$ cat config.mk
export PLATFORM = sky130hd
export DESIGN_NAME = sram_byte_ctrl
export DESIGN_NICKNAME = d
export VERILOG_FILES = /design/src/rtl/sram_ctrl_pkg.sv /design/src/rtl/sram_phase_timer.sv /design/src/rtl/sram_seq_fsm.sv /design/src/rtl/sram_pin_decode.sv /design/src/rtl/sram_byte_ctrl.sv
export SDC_FILE = /design/constraint.sdc
export NUM_CORES = 1
export LEC_CHECK = 0
export BUFFER_PORTS_ARGS = -buffer_cell sky130_fd_sc_hd__buf_2
export CORE_MARGIN = 4
export CORE_UTILIZATION = 45
export CTS_CLUSTER_SIZE = 24
export DETAILED_ROUTE_END_ITERATION = 12
export GPL_TIMING_DRIVEN = 0
export MAX_ROUTING_LAYER = met4
export PLACE_DENSITY = 0.78
export RECOVER_POWER = 50
export SYNTH_ARGS = -nofsm -noshare
export SYNTH_HDL_FRONTEND = slang
export SYNTH_SLANG_ARGS = --single-unit
$ cat constraint.sdc
create_clock -name clk -period 1.9 [get_ports clk]
set_clock_uncertainty 0.05 [all_clocks]
set_input_delay 0.095 -clock clk [delete_from_list [all_inputs] [get_ports clk]]
set_output_delay 0.095 -clock clk [all_outputs]
set_load 0.02 [all_outputs]
$ cat src/rtl/sram_ctrl_pkg.sv
// Shared types for the static RAM access sequencer.
// Assumes: one encoding of sequencing phases, used by the FSM and the pin decoder.
package sram_ctrl_pkg;

    // Sequencing phases of one memory access
    typedef enum logic [2:0] {
        ST_IDLE    = 3'd0,
        ST_WSETUP  = 3'd1,
        ST_WPULSE  = 3'd2,
        ST_WHOLD   = 3'd3,
        ST_RACCESS = 3'd4,
        ST_GAP     = 3'd5
    } seq_state_t;

    // Memory control pin bundle
    typedef struct packed {
        logic ce_n;
        logic ce_p;
        logic we_n;
        logic oe_n;
        logic ub_n;
        logic lb_n;
        logic dq_oe;
    } pin_ctl_t;

    localparam pin_ctl_t PINS_STANDBY = '{ce_n: 1'b1, ce_p: 1'b0, we_n: 1'b1,
                                          oe_n: 1'b1, ub_n: 1'b1, lb_n: 1'b1,
                                          dq_oe: 1'b0};

endpackage

$ cat src/rtl/sram_phase_timer.sv
// Down-counter that times one sequencing phase.
// Assumes: load is pulsed on phase entry with (length - 1); done is high while the count is zero.
module sram_phase_timer #(
    parameter int CW = 3
) (
    input  logic          clk,
    input  logic          rst_n,
    input  logic          load,
    input  logic [CW-1:0] load_val,
    output logic          done
);

    logic [CW-1:0] cnt_q;

    // Load on phase entry, otherwise count down to zero and stop there
    always_ff @(posedge clk) begin
        if (!rst_n)
            cnt_q <= '0;
        else if (load)
            cnt_q <= load_val;
        else if (cnt_q != '0)
            cnt_q <= cnt_q - 1'b1;
    end

    assign done = (cnt_q == '0);

endmodule

$ cat src/rtl/sram_seq_fsm.sv
// Access sequencer: accepts a host request, walks the write or read phases,
// captures read data and issues a one-clock acknowledge.
// Assumes: all phase lengths are at least 1; the host holds its request until acknowledged.
module sram_seq_fsm
    import sram_ctrl_pkg::*;
#(
    parameter int AW         = 19,
    parameter int DW         = 16,
    parameter int SETUP_CYC  = 1,
    parameter int PULSE_CYC  = 2,
    parameter int ACCESS_CYC = 3,
    parameter int GAP_CYC    = 1
) (
    input  logic          clk,
    input  logic          rst_n,
    input  logic          req_valid,
    input  logic          req_write,
    input  logic [AW-1:0] req_addr,
    input  logic [DW-1:0] req_wdata,
    input  logic [1:0]    req_mask,
    input  logic [DW-1:0] dq_in,
    output seq_state_t    state,
    output logic [AW-1:0] lat_addr,
    output logic [DW-1:0] lat_wdata,
    output logic [1:0]    lat_mask,
    output logic [DW-1:0] rdata,
    output logic          ack
);

    localparam int MAXC = (SETUP_CYC > PULSE_CYC)
                        ? ((SETUP_CYC > ACCESS_CYC) ? SETUP_CYC : ACCESS_CYC)
                        : ((PULSE_CYC > ACCESS_CYC) ? PULSE_CYC : ACCESS_CYC);
    localparam int MAXL = (MAXC > GAP_CYC) ? MAXC : GAP_CYC;
    localparam int CW   = $clog2(MAXL + 1);

    seq_state_t    state_q, state_nxt;
    logic          t_load, t_done;
    logic [CW-1:0] t_val;

    sram_phase_timer #(.CW(CW)) u_timer (
        .clk      (clk),
        .rst_n    (rst_n),
        .load     (t_load),
        .load_val (t_val),
        .done     (t_done)
    );

    // Phase transition rules
    always_comb begin
        state_nxt = state_q;
        unique case (state_q)
            ST_IDLE:
                if (req_valid) begin
                    if (!req_write)            state_nxt = ST_RACCESS;
                    else if (req_mask == 2'b00) state_nxt = ST_GAP;
                    else                       state_nxt = ST_WSETUP;
                end
            ST_WSETUP:  if (t_done) state_nxt = ST_WPULSE;
            ST_WPULSE:  if (t_done) state_nxt = ST_WHOLD;
            ST_WHOLD:   state_nxt = ST_GAP;
            ST_RACCESS: if (t_done) state_nxt = ST_GAP;
            ST_GAP:     if (t_done) state_nxt = ST_IDLE;
            default:    state_nxt = ST_IDLE;
        endcase
    end

    // Phase length loaded into the timer on entry
    always_comb begin
        t_load = (state_nxt != state_q);
        unique case (state_nxt)
            ST_WSETUP:  t_val = CW'(SETUP_CYC - 1);
            ST_WPULSE:  t_val = CW'(PULSE_CYC - 1);
            ST_RACCESS: t_val = CW'(ACCESS_CYC - 1);
            ST_GAP:     t_val = CW'(GAP_CYC - 1);
            default:    t_val = '0;
        endcase
    end

    // Phase register and one-clock acknowledge on entry to the gap
    always_ff @(posedge clk) begin
        if (!rst_n) begin
            state_q <= ST_IDLE;
            ack     <= 1'b0;
        end else begin
            state_q <= state_nxt;
            ack     <= (state_nxt == ST_GAP) && (state_q != ST_GAP);
        end
    end

    // Request capture at acceptance
    always_ff @(posedge clk) begin
        if (!rst_n) begin
            lat_addr  <= '0;
            lat_wdata <= '0;
            lat_mask  <= 2'b00;
        end else if (state_q == ST_IDLE && req_valid) begin
            lat_addr  <= req_addr;
            lat_wdata <= req_wdata;
            lat_mask  <= req_mask;
        end
    end

    // Read data sampled at the end of the access time
    always_ff @(posedge clk) begin
        if (!rst_n)
            rdata <= '0;
        else if (state_q == ST_RACCESS && t_done)
            rdata <= dq_in;
    end

    assign state = state_q;

endmodule

$ cat src/rtl/sram_pin_decode.sv
// Maps the registered phase and latched lane mask onto the memory control pins.
// Assumes: the phase comes straight from a register, so each pin changes once per clock.
module sram_pin_decode
    import sram_ctrl_pkg::*;
(
    input  seq_state_t state,
    input  logic [1:0] lat_mask,
    output pin_ctl_t   pins
);

    // Pin levels for each phase
    always_comb begin
        pins = PINS_STANDBY;
        unique case (state)
            ST_WSETUP, ST_WPULSE, ST_WHOLD: begin
                pins.ce_n  = 1'b0;
                pins.ce_p  = 1'b1;
                pins.we_n  = (state != ST_WPULSE);
                pins.oe_n  = 1'b1;
                pins.ub_n  = ~lat_mask[1];
                pins.lb_n  = ~lat_mask[0];
                pins.dq_oe = 1'b1;
            end
            ST_RACCESS: begin
                pins.ce_n  = 1'b0;
                pins.ce_p  = 1'b1;
                pins.we_n  = 1'b1;
                pins.oe_n  = 1'b0;
                pins.ub_n  = 1'b0;
                pins.lb_n  = 1'b0;
                pins.dq_oe = 1'b0;
            end
            default: pins = PINS_STANDBY;
        endcase
    end

endmodule

$ cat src/rtl/sram_byte_ctrl.sv
// Top level: host request port to 16-bit asynchronous static RAM with byte enables.
// Assumes: phase lengths in clocks cover the memory's setup, pulse, access and turnaround times.
module sram_byte_ctrl
    import sram_ctrl_pkg::*;
#(
    parameter int AW         = 19,
    parameter int SETUP_CYC  = 1,
    parameter int PULSE_CYC  = 2,
    parameter int ACCESS_CYC = 3,
    parameter int GAP_CYC    = 1
) (
    input  logic          clk,
    input  logic          rst_n,
    input  logic          req_valid,
    input  logic          req_write,
    input  logic [AW-1:0] req_addr,
    input  logic [15:0]   req_wdata,
    input  logic [1:0]    req_mask,
    output logic          req_ack,
    output logic [15:0]   rsp_rdata,
    output logic [AW-1:0] mem_addr,
    output logic          mem_ce_n,
    output logic          mem_ce_p,
    output logic          mem_we_n,
    output logic          mem_oe_n,
    output logic          mem_ub_n,
    output logic          mem_lb_n,
    output logic [15:0]   mem_dq_out,
    output logic          mem_dq_oe,
    input  logic [15:0]   mem_dq_in
);

    localparam int DW = 16;

    seq_state_t    state;
    logic [AW-1:0] lat_addr;
    logic [DW-1:0] lat_wdata;
    logic [1:0]    lat_mask;
    pin_ctl_t      pins;

    sram_seq_fsm #(
        .AW(AW), .DW(DW), .SETUP_CYC(SETUP_CYC), .PULSE_CYC(PULSE_CYC),
        .ACCESS_CYC(ACCESS_CYC), .GAP_CYC(GAP_CYC)
    ) u_fsm (
        .clk       (clk),
        .rst_n     (rst_n),
        .req_valid (req_valid),
        .req_write (req_write),
        .req_addr  (req_addr),
        .req_wdata (req_wdata),
        .req_mask  (req_mask),
        .dq_in     (mem_dq_in),
        .state     (state),
        .lat_addr  (lat_addr),
        .lat_wdata (lat_wdata),
        .lat_mask  (lat_mask),
        .rdata     (rsp_rdata),
        .ack       (req_ack)
    );

    sram_pin_decode u_pins (
        .state    (state),
        .lat_mask (lat_mask),
        .pins     (pins)
    );

    assign mem_addr   = lat_addr;
    assign mem_dq_out = lat_wdata;
    assign mem_ce_n   = pins.ce_n;
    assign mem_ce_p   = pins.ce_p;
    assign mem_we_n   = pins.we_n;
    assign mem_oe_n   = pins.oe_n;
    assign mem_ub_n   = pins.ub_n;
    assign mem_lb_n   = pins.lb_n;
    assign mem_dq_oe  = pins.dq_oe;

endmodule

==> key figures <==
Outcome
  – Status: completed

Synth
  – Syn avg cell area: ~8.3 um^2
  – Post-synth EDFFs: 0
  – Compound-Gate Fraction of Synth Area: 0.217
  – Simple-gate area share of the yosys netlist: 0.229
  – Synthesized area: 0.00239 mm^2
  – Top_reg_cell synth: dfxtp_1
  – Mux cell area share after synthesis: 0.00472
  – Post-synthesis sequential area ratio: 0.495
  – XOR/XNOR Fraction of Synth Area: 0.00367
  – Syn. warnings: 0
  – Adder-cell share of the synthesized area: 0.00524
  – FFs w/ async S/R, synth: 0
  – FF+latch count, synth: 59
  – Post-Syn Nets: roughly 350
  – Largest family of logic cells by synthesized area: simple AND/OR/NAND/NOR gates
  – Unique masters post-synth: 32
  – Synth Instances: approximately 290

Global routing
  – First-pass GRT wire length: 11900 um
  – Pin count of the biggest net entering global routing: 11
  – GRT overflow: 0
  – All-Layer GR Usage: 0.242
  – Initial antenna violation count: 0
  – Vias in the first global route: approximately 2600

Detailed routing
  – Post-DRT Antenna Nets: 0
  – Routed wire per std cell: 13.6 um
  – Met3 WL: between 600 and 700 um
  – Vias: about 2600
  – Wirelength, routed: approximately 7400 um
  – Met2 Wirelength: 3460 um
  – Iter 0 DRT Violations: 70
  – Met1 wire length: between 3000 and 4000 um
  – Vias/cell: 4.84
  – Drc violations: 0
  – Top layer in use: met4
  – Drt first pass iters: 4

Critical path
  – Setup crit end kind: output port
  – Crit path kind: reg -> out
  – Required time of the critical path: roughly 1800 ps
  – Crit path DAT: ~1600 ps
  – Max FO, Critical Path: 10
  – Startpoint types: flop

Timing
  – Worst Slack Setup Final: roughly 120 ps
  – F_max: approximately 560 MHz
  – Fin crit period: ~1800 ps
  – Setup_tns: 0 ps
  – Slew margin rel.: 0.677
  – RSZ-0062 raised after global routing: no
  – Period utilization: 0.938
  – Slew Viols, Final: 0
  – Final setup violation count: 0
  – Final hold violation count: 0
  – Worst Tran Pin Value: between 400 and 500 ps

CTS
  – Clk_lat worst skew: roughly 330 ps
  – TritonCTS Sinks: around 60
  – Longest Clk Path Bufs: 2
  – CTS Buf Count: 9
  – Clk slew on worst S/H paths: approximately 70 ps
  – Root buf cell: clkbuf_8
  – H-tree depth: 3
  – CTS tree: yes

Power
  – Leak: around 1.5 nW
  – Final Power: a little under 0.005 W
  – Peak VDD IR: between 900 and 1000 uV
  – Pwr dens: 1330 mW/mm^2

Floorplanning
  – Core Rows: 26
  – Die X: roughly 81 um
  – I/O Pins: between 100 and 150
  – Initial Util: 0.467
  – Die H: ~81 um
  – Die area: ~0.0065 mm^2
  – Total core area: between 0.005 and 0.006 mm^2

Finish
  – Post-route cell area: roughly 0.0037 mm^2
  – Layout cells sized above 1: 0.191
  – Ant. Diodes: 0
  – Synth-to-Final Area Change: 56.5%
  – Non-filler instance count after layout: 540
  – NumNets Final: roughly 520
  – Filler cells: between 300 and 400
  – Area of the multi-input gates: roughly 0.0011 mm^2
  – Storage element area: 0.00118 mm^2

Place
  – Worst slack at placement: approximately 80 ps
  – Number of port buffers: 114
  – Placed insts: around 470
  – DP Area: slightly above 0.003 mm^2
  – HPWL Detailed: 4450 um
  – Placer Congestion: ~0.87

Min path
  – Hold crit path type: in -> reg

Run
  – Maxcap violations: 0
## state kept, by name, indices dropped and copies added, names as in the netlist
signal / flops
u_fsm.u_timer.cnt_q: 2
u_fsm.rdata: 16
u_fsm.lat_wdata: 16
u_fsm.lat_mask: 2
u_fsm.ack: 1
u_fsm.state: 3
u_fsm.lat_addr: 19
## metal layers
layer	GRT usage	vias up
li1	-	1294
met1	0.278	1190
met2	0.406	119
met3	0.0632	9
met4	0.0929	0
met5	-	-
## layout by cell type, fill, tap and decap left out, types with 2 or more instances in the layout
cell and count:
a21boi_0 4, a21boi_1 51, a21oi_1 5, and2_1 3, buf_2 68, bufinv_16 2, clkbuf_1 64, clkbuf_8 11
dfxtp_1 59, dlygate4sd3_1 53, inv_1 4, nand2_1 109, nand2b_1 2, nand3b_1 4, nor2_1 2, o21ai_0 5
o21ai_1 2
## timing repair
item                                    4_1_cts  5_1_grt
buffers inserted                              0        0
hold buffers                                 53        0
endpoints found under the setup margin        0       10
endpoints found under the hold margin        53        0
gates resized for setup                       0        2
## path summary, 6_finish.rpt
path / start / slack [ps] / cells past startpoint / endpoint
max: u_fsm.state[2] / 120 / 5 / mem_ce_n
min: rst_n / 100 / 2 / u_fsm.lat_addr[16]
max reg2reg: u_fsm.state[1] / 220 / 5 / u_fsm.lat_addr[1]
min reg2reg: u_fsm.lat_addr[3] / 400 / 2 / u_fsm.lat_addr[3]
## metrics by stage
stage | hold slack [ps] | util
4_1_cts | 101 | 0.744
6_report | 102 | 0.731
3_3_place_gp | 283 | 0.596
5_1_grt | 133 | 0.731
3_5_place_dp | 291 | 0.596
2_1_floorplan | 180 | -
## cell usage after synthesis, types with 2 or more instances
library cell | n | area share
clkbuf_1 | 13 | 0.020
and2_1 | 3 | 0.0079
buf_2 | 6 | 0.013
a21boi_1 | 55 | 0.17
nand2_1 | 109 | 0.17
dfxtp_1 | 59 | 0.50
a21oi_1 | 5 | 0.010
o21ai_1 | 2 | 0.0042
nand3b_1 | 4 | 0.013
nor2_1 | 2 | 0.0031
inv_1 | 4 | 0.0063
nand2b_1 | 2 | 0.0052
o21ai_0 | 5 | 0.010
## worst max-delay path, stage by stage (launching register included)
cell      delay [ps]
dfxtp_1          460
clkbuf_1         350
o21ai_0          140
and2_1           180
inv_2             40
buf_2            150
## where the power goes
part | switching [W] | total [W] | internal (W)
sequential | 0.000156 | 0.00166 | 0.00150
clock | 0.000481 | 0.00129 | 0.000808
combinational | 0.00129 | 0.00201 | 0.000721
total | 0.00192 | 0.00495 | 0.00303
## final cells by class
| cell class | instances | share of cell area |
|---|---|---|
| Buffer | 19 | 0.0235 |
| Sequential cell | 59 | 0.316 |
| Clock inverter | 4 | 0.0194 |
| Tap cell | 70 | 0.0235 |
| Inverter | 5 | 0.00503 |
| Clock buffer | 12 | 0.0415 |
| Timing Repair Buffer | 167 | 0.277 |
| Multi-Input combinational cell | 204 | 0.293 |
## kinds of logic (layout without fill, tap and decap cells)
kind of cell	count (synthesis)	count (layout)
and+or+nand+nor	129	129
muxes	1	1
xor gates and xnor gates	1	1
adders and majority gates	1	1
buffers and inverters	25	207
DFF	59	59
AOI/OAI and AO/OA	72	72
No activity file was read; power rests on OpenSTA's default activity.
